===== src/rtl/pci_gate_pkg.sv =====
// Package: shared response encoding, control-bit bundle and power-on
// value function for the inbound access gate.
// Assumes: responses are 2 bits wide and encoded as listed below.
package pci_gate_pkg;

    localparam int RSP_W = 2;

    typedef enum logic [RSP_W-1:0] {
        RSP_NONE  = 2'b00,
        RSP_ACK   = 2'b01,
        RSP_RETRY = 2'b10,
        RSP_ABORT = 2'b11
    } rsp_e;

    typedef struct packed {
        logic agent;       // 1 = agent personality, 0 = host
        logic hold;        // configuration hold (retry) bit
        logic bus_master;  // outbound mastering enable
        logic mem_space;   // inbound memory acknowledge enable
    } ctrl_s;

    // Power-on values of the control bits for the strapped personality.
    function automatic ctrl_s por_values(input logic agent_strap,
                                         input logic hold_strap);
        ctrl_s v;
        v.agent      = agent_strap;
        v.hold       = agent_strap & hold_strap;
        v.bus_master = ~agent_strap;
        v.mem_space  = 1'b0;
        return v;
    endfunction

endpackage


===== src/rtl/pci_gate_ctrl.sv =====
// Module: control-bit register file of the access gate.
// Loads the strapped power-on values while reset is low, then accepts
// local-side hold writes and configuration-side enable writes.
// Assumes: synchronous active-low reset; the two write paths touch
// disjoint bits, so they may fire in the same cycle.
module pci_gate_ctrl
    import pci_gate_pkg::*;
(
    input  logic  clk,
    input  logic  rst_n,
    input  logic  strap_agent,
    input  logic  strap_hold,
    input  logic  lcl_wr_en,
    input  logic  lcl_wr_hold,
    input  logic  cfg_wr_en,
    input  logic  cfg_wr_master,
    input  logic  cfg_wr_mem,
    output ctrl_s ctrl
);

    ctrl_s ctrl_q;

    // Personality bit: follows the strap only while reset is held.
    always_ff @(posedge clk) begin
        if (!rst_n) ctrl_q.agent <= por_values(strap_agent, strap_hold).agent;
    end

    // Hold bit: strapped at reset, written from the local side afterwards.
    always_ff @(posedge clk) begin
        if (!rst_n)         ctrl_q.hold <= por_values(strap_agent, strap_hold).hold;
        else if (lcl_wr_en) ctrl_q.hold <= lcl_wr_hold;
    end

    // Enables: strapped at reset, written from the configuration side.
    always_ff @(posedge clk) begin
        if (!rst_n) begin
            ctrl_q.bus_master <= por_values(strap_agent, strap_hold).bus_master;
            ctrl_q.mem_space  <= por_values(strap_agent, strap_hold).mem_space;
        end else if (cfg_wr_en) begin
            ctrl_q.bus_master <= cfg_wr_master;
            ctrl_q.mem_space  <= cfg_wr_mem;
        end
    end

    assign ctrl = ctrl_q;

endmodule


===== src/rtl/pci_gate_resp.sv =====
// Module: inbound response decision and output register.
// Chooses acknowledge, retry or master abort from the current control
// bits and registers the code so it appears one cycle after the strobe.
// Assumes: control bits are register outputs, so a write in the request
// cycle is not yet visible to that request.
module pci_gate_resp
    import pci_gate_pkg::*;
(
    input  logic             clk,
    input  logic             rst_n,
    input  ctrl_s            ctrl,
    input  logic             req_valid,
    input  logic             req_is_cfg,
    output logic [RSP_W-1:0] rsp_code
);

    rsp_e cfg_rsp, mem_rsp, next_rsp;
    logic [RSP_W-1:0] rsp_q;

    // Configuration request: host aborts, agent retries while held.
    always_comb begin
        if (!ctrl.agent)    cfg_rsp = RSP_ABORT;
        else if (ctrl.hold) cfg_rsp = RSP_RETRY;
        else                cfg_rsp = RSP_ACK;
    end

    // Memory request: acknowledged only with memory space enabled.
    always_comb begin
        mem_rsp = ctrl.mem_space ? RSP_ACK : RSP_ABORT;
    end

    // Select the code for this cycle's request, none when idle.
    always_comb begin
        if (!req_valid)      next_rsp = RSP_NONE;
        else if (req_is_cfg) next_rsp = cfg_rsp;
        else                 next_rsp = mem_rsp;
    end

    // Response register.
    always_ff @(posedge clk) begin
        if (!rst_n) rsp_q <= RSP_NONE;
        else        rsp_q <= next_rsp;
    end

    assign rsp_code = rsp_q;

endmodule


===== src/rtl/pci_access_gate.sv =====
// Module: top of the inbound access mode gate.
// Joins the control-bit registers, the response decision and the
// outbound permission gate, and exposes the control bits.
// Assumes: neighbouring logic presents at most one request per cycle.
module pci_access_gate
    import pci_gate_pkg::*;
(
    input  logic       clk,
    input  logic       rst_n,
    input  logic       strap_agent,
    input  logic       strap_hold,
    input  logic       lcl_wr_en,
    input  logic       lcl_wr_hold,
    input  logic       cfg_wr_en,
    input  logic       cfg_wr_master,
    input  logic       cfg_wr_mem,
    input  logic       req_valid,
    input  logic       req_is_cfg,
    input  logic       out_req,
    output logic [1:0] rsp_code,
    output logic       out_allow,
    output logic       agent_mode,
    output logic       hold_state,
    output logic       master_en,
    output logic       mem_en
);

    ctrl_s ctrl;

    pci_gate_ctrl u_ctrl (
        .clk           (clk),
        .rst_n         (rst_n),
        .strap_agent   (strap_agent),
        .strap_hold    (strap_hold),
        .lcl_wr_en     (lcl_wr_en),
        .lcl_wr_hold   (lcl_wr_hold),
        .cfg_wr_en     (cfg_wr_en),
        .cfg_wr_master (cfg_wr_master),
        .cfg_wr_mem    (cfg_wr_mem),
        .ctrl          (ctrl)
    );

    pci_gate_resp u_resp (
        .clk        (clk),
        .rst_n      (rst_n),
        .ctrl       (ctrl),
        .req_valid  (req_valid),
        .req_is_cfg (req_is_cfg),
        .rsp_code   (rsp_code)
    );

    // Outbound permission: only with bus mastering enabled.
    always_comb begin
        out_allow = out_req & ctrl.bus_master;
    end

    assign agent_mode = ctrl.agent;
    assign hold_state = ctrl.hold;
    assign master_en  = ctrl.bus_master;
    assign mem_en     = ctrl.mem_space;

endmodule


===== config.mk =====
export PLATFORM = sky130hd
export DESIGN_NAME = pci_access_gate
export DESIGN_NICKNAME = d
export VERILOG_FILES = /design/src/rtl/pci_gate_pkg.sv /design/src/rtl/pci_gate_ctrl.sv /design/src/rtl/pci_gate_resp.sv /design/src/rtl/pci_access_gate.sv
export SDC_FILE = /design/constraint.sdc
export NUM_CORES = 1
export LEC_CHECK = 0
export ABC_AREA = 0
export BUFFER_PORTS_ARGS = -buffer_cell sky130_fd_sc_hd__buf_2
export CAP_MARGIN = 20
export CORE_AREA = 4 4 41 43
export DETAILED_ROUTE_END_ITERATION = 12
export DIE_AREA = 0 0 45 47
export PLACE_DENSITY = 0.4
export SLEW_MARGIN = 40
export SYNTH_ARGS = -nofsm -noshare
export SYNTH_HDL_FRONTEND = slang
export SYNTH_SLANG_ARGS = --single-unit
export TNS_END_PERCENT = 1

===== constraint.sdc =====
create_clock -name clk -period 1.6 [get_ports clk]
set_input_delay 0.32 -clock clk [delete_from_list [all_inputs] [get_ports clk]]
set_output_delay 0.32 -clock clk [all_outputs]
set_load 0.02 [all_outputs]

==> results of run 1 <==
[worst max-delay path, delay by kind of cell (launching register included)]
kind	cells	cell delay, ns
buffers and inverters	1	0.15
DFF	1	0.36
and+or+nand+nor	1	0.14
[report_power, final]
group / internal [µW] / switching [µW] / total [µW] / leakage (µW)
clock: 94.5 / 55.4 / 150 / 0.0000150
sequential: 175 / 6.35 / 182 / 0.0000556
combinational: 27.9 / 38.2 / 66.1 / 0.000120
total: 298 / 100 / 398 / 0.000190
[cell type report]
type	instances	area, µm²	share of cell area, %
multi-input combinational	14	91.3	23.8
tap	15	18.8	4.89
sequential	6	150	39.1
inverter	2	7.51	1.95
timing repair buffer	18	90.1	23.5
clock buffer	4	26.3	6.84
[flip-flops by register name, indices dropped and copies added (netlist names)]
signal,flops
u_ctrl.ctrl,4
u_resp.rsp_code,2
[cells by family after synthesis]
| family | synth area share [%] |
|---|---|
| and+or+nand+nor | 20.1 |
| AOI/OAI and AO/OA | 12.6 |
| DFF | 60.3 |
| muxes | 4.02 |
| buffers and inverters | 3.02 |
[through the flow]
stage | instance area, µm² | total power (µW) | instances | utilization (%) | worst slack [ns]
after CTS | 384 | 405 | 59 | 29.5 | 0.369
after detailed placement | 358 | 252 | 55 | 27.5 | 0.578
final | 384 | 398 | 59 | 29.5 | 0.383
after floorplan | 249 | 218 | 22 | - | 0.571
after global placement | 358 | 250 | 55 | 27.5 | 0.585
after global routing | 384 | 424 | 59 | 29.5 | 0.318
[layout by cell type, fill, tap and decap left out, drive strengths merged]
master  Yosys  final
buf         0     18
nor2b       1      1
inv         2      2
a311oi      1      1
nand3       1      1
edfxtp      3      3
nand2       3      3
dfxtp       3      3
and2        1      1
mux2i       1      1
o21ai       2      2
clkbuf      0      4
a31oi       1      1
or2b        2      2
nor2        1      1
[routing by layer]
| layer | GRT usage (%) | vias up |
|---|---|---|
| li1 | - | 119 |
| met1 | 6.47 | 105 |
| met2 | 11.0 | 13 |
| met3 | 5.36 | 0 |
| met4 | 3.51 | 0 |
| met5 | 0 | - |
[worst max-delay path by stage]
stage | startpoint | endpoint | depth (start not counted)
floorplan | u_ctrl.ctrl[1] | out_allow | 1
finish | u_ctrl.ctrl[1] | out_allow | 2
CTS | u_ctrl.ctrl[1] | out_allow | 2
global route | u_ctrl.ctrl[1] | out_allow | 2
global placement | out_req | out_allow | 3
detailed placement | out_req | out_allow | 3
==> out/results.tsv, run 1 <==
metric	value	unit
wl_met2	285	µm
rr_endpoint	u_resp.rsp_code[1]	
grt_max_degree	9	
setup_viol	0	
drt-pass1-iter-count	2	
antenna_left	0	
drive_gt1_share	52.3	%
grt_usage	6.91	%
setup_tns	0	ns
maxCapViolCount	0	
synthesis.nets	34	
powerDensity	1040	nW/µm²
async_flop_share	0	%
tightest_slew	0.185	ns
cts_inserted_buffers	3	
path_clk_slew	0.05	ns
rows	13	
ys_seq_area_share	60.3	%
leakagePower	0.000190	µW
slowest_delay	0.36	ns
hold_viol_final	0	
dpl.hpwl	513	µm
ys_warn_count	0	
io_buffers	18	
fillers	150	
postSynthAreaPerCell	11.3	µm²
root_buffer	clkbuf_4	
holdPathEnd	u_ctrl.ctrl[3]	
fin_crit_sh	76.0	%
crit_slowest_cell	edfxtp_1	
dieArea	2120	µm²
chipHeight	47	µm
synth_edf_count	3	
synth.area.top_cells	edfxtp_1 (36%), dfxtp_1 (24%), a311oi_2 (6.0%)	
post-cts-setup-buffer-count	0	
worstPathMaxFanout	2	
core	1300	µm²
yosysUniqueCellTypes	14	
antenna_cells	0	
hold_ws	0.287	ns
post_drt_wl_per_cell	10.2	µm
cp.arrival	0.90	ns
drtIter0Drc	2	
peakVddDrop	0.518	mV
min-delay-start	strap_agent	
grt-ovfl-total	0	
syn_area	249	µm²
min_path_cells	1	
antenna_found_initial	0	
synth_area_leader_cell	edfxtp_1	
h-tree-depth	1	
synth_common_cells	dfxtp_1 (3), edfxtp_1 (3)	
cts_tree	yes	
drc	0	
reg2regPathDepth	1	
cp-start-kind	register	
grt_first_pass_wirelength	979	µm
hold_buffers	0	
initial_utilization	19.1	%
status	complete, no violations	
top_layer	met3	
synthFlopType	edfxtp_1	
synth_cells	22	
met1_length	238	µm
pin_count	19	
place.gp.congestion	0.608	
fin_crit	1.22	ns
via_per_inst	4.02	
syn2layout_area_growth	54.3	%
routed_wirelength	602	µm
dieWidth	45	µm
critPathCaptureType	output pin	
ys_ff_latch	6	
clk_latency	0.24	ns
timing.fmax	822	MHz
reg2reg_from	u_ctrl.ctrl[3]	
cts_buffer_depth	2	
grt_setup_unrepaired	no	
clock_sinks	6	
synth.top_cell.area_share	36.2	%
final_max_slew_viol_count	0	
path_class	reg2out	
worstHoldPathType	in2reg	
worstPathCellList	and2_1 > buf_2	
reg2reg_slack	0.84	ns
required	1.28	ns
slew_headroom	87.6	%
grt_pass1_vias	258	
num_vias	237	
wl_met3	78	µm
clock_skew	0.00579	ns
cts.repair.resized	0	
fin_nets	57	
No activity file was read; power rests on OpenSTA's default activity.
==> run 2: changes to the inputs <==
==> constraint.sdc (replaced) <==
create_clock -name clk -period 1.16 [get_ports clk]
set_input_delay 0.232 -clock clk [delete_from_list [all_inputs] [get_ports clk]]
set_output_delay 0.232 -clock clk [all_outputs]
set_load 0.02 [all_outputs]
==> run 2 against run 1 <==
  * Clock skew is 0.0010 ns lower
  * Utilization is 0.67 points higher
  * Sequential share of layout area is 0.87 points lower
  * Count of clock-buffer cells in the layout stayed put
==> out/results.tsv, run 2 (synthesis results as in run 1) <==
metric	value	unit	change
status	complete, no violations		
initial_utilization	19.1	%	unchanged
min_path_cells	1		unchanged
grt_first_pass_wirelength	945	µm	-3.5%
reg2reg_slack	0.41	ns	-0.43 ns
rr_endpoint	u_resp.rsp_code[1]		
worstPathMaxFanout	2		unchanged
maxCapViolCount	0		unchanged
cts_buffer_depth	2		unchanged
layout_commonest_cell	buf_2		
fin_crit	1.14	ns	
required	0.93	ns	-0.35 ns
powerDensity	1410	nW/µm²	+37%
peakVddDrop	0.476	mV	-8.1%
reg2regPathDepth	1		unchanged
hold_viol_final	0		unchanged
chipHeight	47	µm	unchanged
cp.arrival	0.91	ns	about the same
hold_ws	0.189	ns	-0.0980 ns
rows	13		unchanged
fin_nets	57		unchanged
worstHoldPathType	in2reg		
dp.cells	55		unchanged
dieWidth	45	µm	unchanged
antenna_left	0		unchanged
setup_viol	0		unchanged
post-cts-setup-buffer-count	0		unchanged
num_vias	230		-3.0%
drive_gt1_share	54.5	%	+2.3 points
setup_slack	0.0181	ns	-0.365 ns
preCtsSetupSlack	0.282	ns	-0.296 ns
grt_setup_unrepaired	yes		
hold_buffers	0		unchanged
drtIter0Drc	4		+2
clock_sinks	6		unchanged
timing.fmax	876	MHz	
post_drt_wl_per_cell	9.69	µm	-5.0%
fin_crit_sh	98.4	%	
fillers	147		-2.0%
stdcell_count	59		unchanged
routed_wirelength	572	µm	-5.0%
io_buffers	18		unchanged
grt_pass1_vias	254		-1.6%
cts_inserted_buffers	3		unchanged
tightest_slew	0.183	ns	-0.00213 ns
seqCellArea	150	µm²	unchanged
dieArea	2120	µm²	unchanged
report.power.total	556	µW	+40%
crit_slowest_cell	edfxtp_1		
crit_family	flip-flops		
min-delay-start	strap_agent		
slew_headroom	87.8	%	+0.14 points
grt_max_degree	9		unchanged
slowest_delay	0.37	ns	about the same
antenna_cells	0		unchanged
path_clk_slew	0.05	ns	about the same
critPathCaptureType	output pin		
grt_usage	6.82	%	-0.090 points
clk_latency	0.24	ns	about the same
worstPathCellList	and2_4 > buf_6		
path_class	reg2out		
cp-start-kind	register		
largest_register_ffs	4		unchanged
drt-pass1-iter-count	3		+1
root_buffer	clkbuf_4		
pin_count	19		unchanged
core	1300	µm²	unchanged
cp-endpoint	out_allow		
clock_skew	0.00479	ns	-0.000996 ns
crit_buf_inv	1		unchanged
place.gp.congestion	0.624		+2.7%
cp_num_cells	2		unchanged
reg2reg_from	u_ctrl.ctrl[3]		
via_per_inst	3.90		-3.0%
h-tree-depth	1		unchanged
syn2layout_area_growth	57.8	%	
final_max_slew_viol_count	0		unchanged
grt-ovfl-total	0		unchanged
antenna_found_initial	0		unchanged
startpoint	u_ctrl.ctrl[1]		
drc	0		unchanged
final_cell_mix	buf_2 (17), clkbuf_4 (3), dfxtp_1 (3), edfxtp_1 (3)		
leakagePower	0.000193	µW	+1.6%
cts_tree	yes		
multi_input_area	93.8	µm²	+2.7%
-- run 2: cell count changes in the layout (fill, tap and decap cells not counted) --
cell and delta:
and2_1 -1, and2_4 +1, buf_6 +1, buf_2 -1
-- run 2: through the flow --
step	TNS (ns)	instance area [µm²]	utilization, %
global placement	0	358	27.5
global route	-0.0320	393	30.2
CTS	0	384	29.5
finish	0	393	30.2
detailed placement	0	358	27.5
floorplan	0	249	-
-- run 2: area by class of cell --
| class | instances | area share (%) |
|---|---|---|
| flip-flops and latches | 6 | 38.2 |
| clock buffers | 4 | 6.69 |
| well taps | 15 | 4.78 |
| inverters | 2 | 1.91 |
| repair buffers | 18 | 24.5 |
| multi-input cells | 14 | 23.9 |
-- run 2: power by group --
| part | total, µW | switching [µW] | internal (µW) | leakage [µW] |
|---|---|---|---|---|
| sequential | 251 | 8.84 | 242 | 0.0000556 |
| combinational | 96.6 | 53.0 | 43.6 | 0.000123 |
| clock | 208 | 77.8 | 130 | 0.0000150 |
-- run 2: worst min-delay path by stage --
stage	to	slack [ns]
global route	u_ctrl.ctrl[3]	0.18
finish	u_ctrl.ctrl[3]	0.19
detailed placement	u_ctrl.ctrl[3]	0.44
global placement	u_ctrl.ctrl[3]	0.44
CTS	u_ctrl.ctrl[3]	0.18
floorplan	u_ctrl.ctrl[3]	0.33
-- run 2: what timing repair did --
item                                    in CTS  in global routing
hold endpoints to repair                     0                  0
resized for setup                            0                  3
endpoints found under the setup margin       0                  1
-- run 2: per-layer routing --
layer  global-route usage (%)  vias up  routed length [µm]
li1                         -      119                   -
met1                     6.67       96                 236
met2                     10.2       15                 253
met3                     4.60        0                  82
met4                     5.26        0                   0
met5                        0        -                   0
==> run 3: changes to the inputs <==
==> constraint.sdc (replaced) <==
create_clock -name clk -period 1.16 [get_ports clk]
set_input_delay 0.116 -clock clk [delete_from_list [all_inputs] [get_ports clk]]
set_output_delay 0.116 -clock clk [all_outputs]
set_load 0.02 [all_outputs]
==> run 3 against run 2 <==
  * Clock power about the same
  * Critical path type unchanged
  * Routed wire length is 0.52% lower
  * Fmax up 12%
  * Critical path depth unchanged
  * Cell area decreased by 2.2%
  * Total power fell by 1.1%
  * Register-to-register slack barely moved
==> out/results.tsv, run 3 (synthesis results as in run 1) <==
metric	value	unit	change
post_drt_wl_per_cell	9.64	µm	-0.52%
post-cts-setup-buffer-count	0		unchanged
num_vias	227		-1.3%
seqCellArea	150	µm²	unchanged
critPathCaptureType	output pin		
reg2reg_from	u_ctrl.ctrl[3]		
pin_count	19		unchanged
tightest_slew	0.183	ns	unchanged
h-tree-depth	1		unchanged
path_clk_slew	0.05	ns	about the same
routed_wirelength	569	µm	-0.52%
cts_tree	yes		
rr_endpoint	u_resp.rsp_code[1]		
chipHeight	47	µm	unchanged
grt_pass1_vias	254		unchanged
fillers	147		unchanged
setup_viol	0		unchanged
powerDensity	1430	nW/µm²	+1.1%
via_per_inst	3.85		-1.3%
fin_crit	1.02	ns	-0.126 ns
multi_input_area	91.3	µm²	-2.7%
io_buffers	18		unchanged
utilization	29.5	%	-0.67 points
dieArea	2120	µm²	unchanged
reg2regPathDepth	1		unchanged
timing.fmax	984	MHz	+12%
core	1300	µm²	unchanged
final_max_slew_viol_count	0		unchanged
drt-pass1-iter-count	3		unchanged
drive_gt1_share	52.3	%	-2.3 points
required	1.04	ns	+0.11 ns
peakVddDrop	0.471	mV	-1.2%
clk_latency	0.24	ns	about the same
worstHoldPathType	in2reg		
leakagePower	0.000190	µW	-1.6%
worstPathMaxFanout	2		unchanged
final_cell_mix	buf_2 (18), clkbuf_4 (3), dfxtp_1 (3), edfxtp_1 (3)		
grt_max_degree	9		unchanged
grt_usage	6.82	%	unchanged
drtIter0Drc	4		unchanged
maxCapViolCount	0		unchanged
min-delay-start	strap_agent		
dieWidth	45	µm	unchanged
setup_tns	0	ns	unchanged
cts.repair.resized	0		unchanged
reg2reg_slack	0.41	ns	about the same
slew_headroom	87.8	%	unchanged
root_buffer	clkbuf_4		
largest_register_ffs	4		unchanged
holdPathEnd	u_ctrl.ctrl[3]		
cts_inserted_buffers	3		unchanged
antenna_cells	0		unchanged
cp.arrival	0.90	ns	about the same
fin_nets	57		unchanged
initial_utilization	19.1	%	unchanged
grt-ovfl-total	0		unchanged
grt_setup_unrepaired	no		
grt_first_pass_wirelength	945	µm	unchanged
antenna_found_initial	0		unchanged
antenna_left	0		unchanged
hold_viol_final	0		unchanged
path_class	reg2out		
syn2layout_area_growth	54.3	%	
fin_crit_sh	87.6	%	-11 points
clock_sinks	6		unchanged
place.gp.congestion	0.624		unchanged
status	complete, no violations		
layout_commonest_cell	buf_2		
clock_skew	0.00479	ns	unchanged
cts_buffer_depth	2		unchanged
drc	0		unchanged
rows	13		unchanged
min_path_cells	1		unchanged
cp-start-kind	register		
hold_buffers	0		unchanged
## run 3: critical path: stages, from the launching register on
cell and delay, ns:
edfxtp_1 0.37, and2_1 0.14, buf_2 0.15
## run 3: final cells by class
| class | count | share of cell area (%) |
|---|---|---|
| clock buffer | 4 | 6.84 |
| inverter | 2 | 1.95 |
| sequential | 6 | 39.1 |
| tap | 15 | 4.89 |
| multi-input combinational | 14 | 23.8 |
| timing repair buffer | 18 | 23.5 |
## run 3: per-stage QoR
stage	area, µm²	power, µW	setup slack (ns)	std cells	hold WS (ns)
after detailed placement	358	347	0.398	55	0.322
after CTS	384	560	0.128	59	0.0632
after global placement	358	345	0.401	55	0.323
after global routing	384	582	0.0696	59	0.0656
after floorplan	249	301	0.332	22	0.215
final	384	549	0.144	59	0.0726
## run 3: power by group
group          total, µW  switching [µW]  internal, µW
clock network        208            77.8           130
logic               90.7            52.2          38.5
registers            251            8.43           242
## run 3: worst max path at each step
stage               depth (start not counted)      startpoint  slack [ns]                  to
floorplan                                   1  u_ctrl.ctrl[3]        0.33  u_resp.rsp_code[1]
global placement                            2  u_ctrl.ctrl[1]        0.40           out_allow
detailed placement                          2  u_ctrl.ctrl[1]        0.40           out_allow
CTS                                         2  u_ctrl.ctrl[1]        0.13           out_allow
global route                                2  u_ctrl.ctrl[1]        0.07           out_allow
finish                                      2  u_ctrl.ctrl[1]        0.14           out_allow
## run 3: layer usage
| layer | track usage (%) | share of wire (%) | vias up |
|---|---|---|---|
| met2 | 10.2 | 43 | 15 |
| met4 | 5.26 | 0 | 0 |
| li1 | - | - | 119 |
| met5 | 0 | 0 | - |
| met3 | 4.60 | 15 | 0 |
| met1 | 6.67 | 42 | 93 |
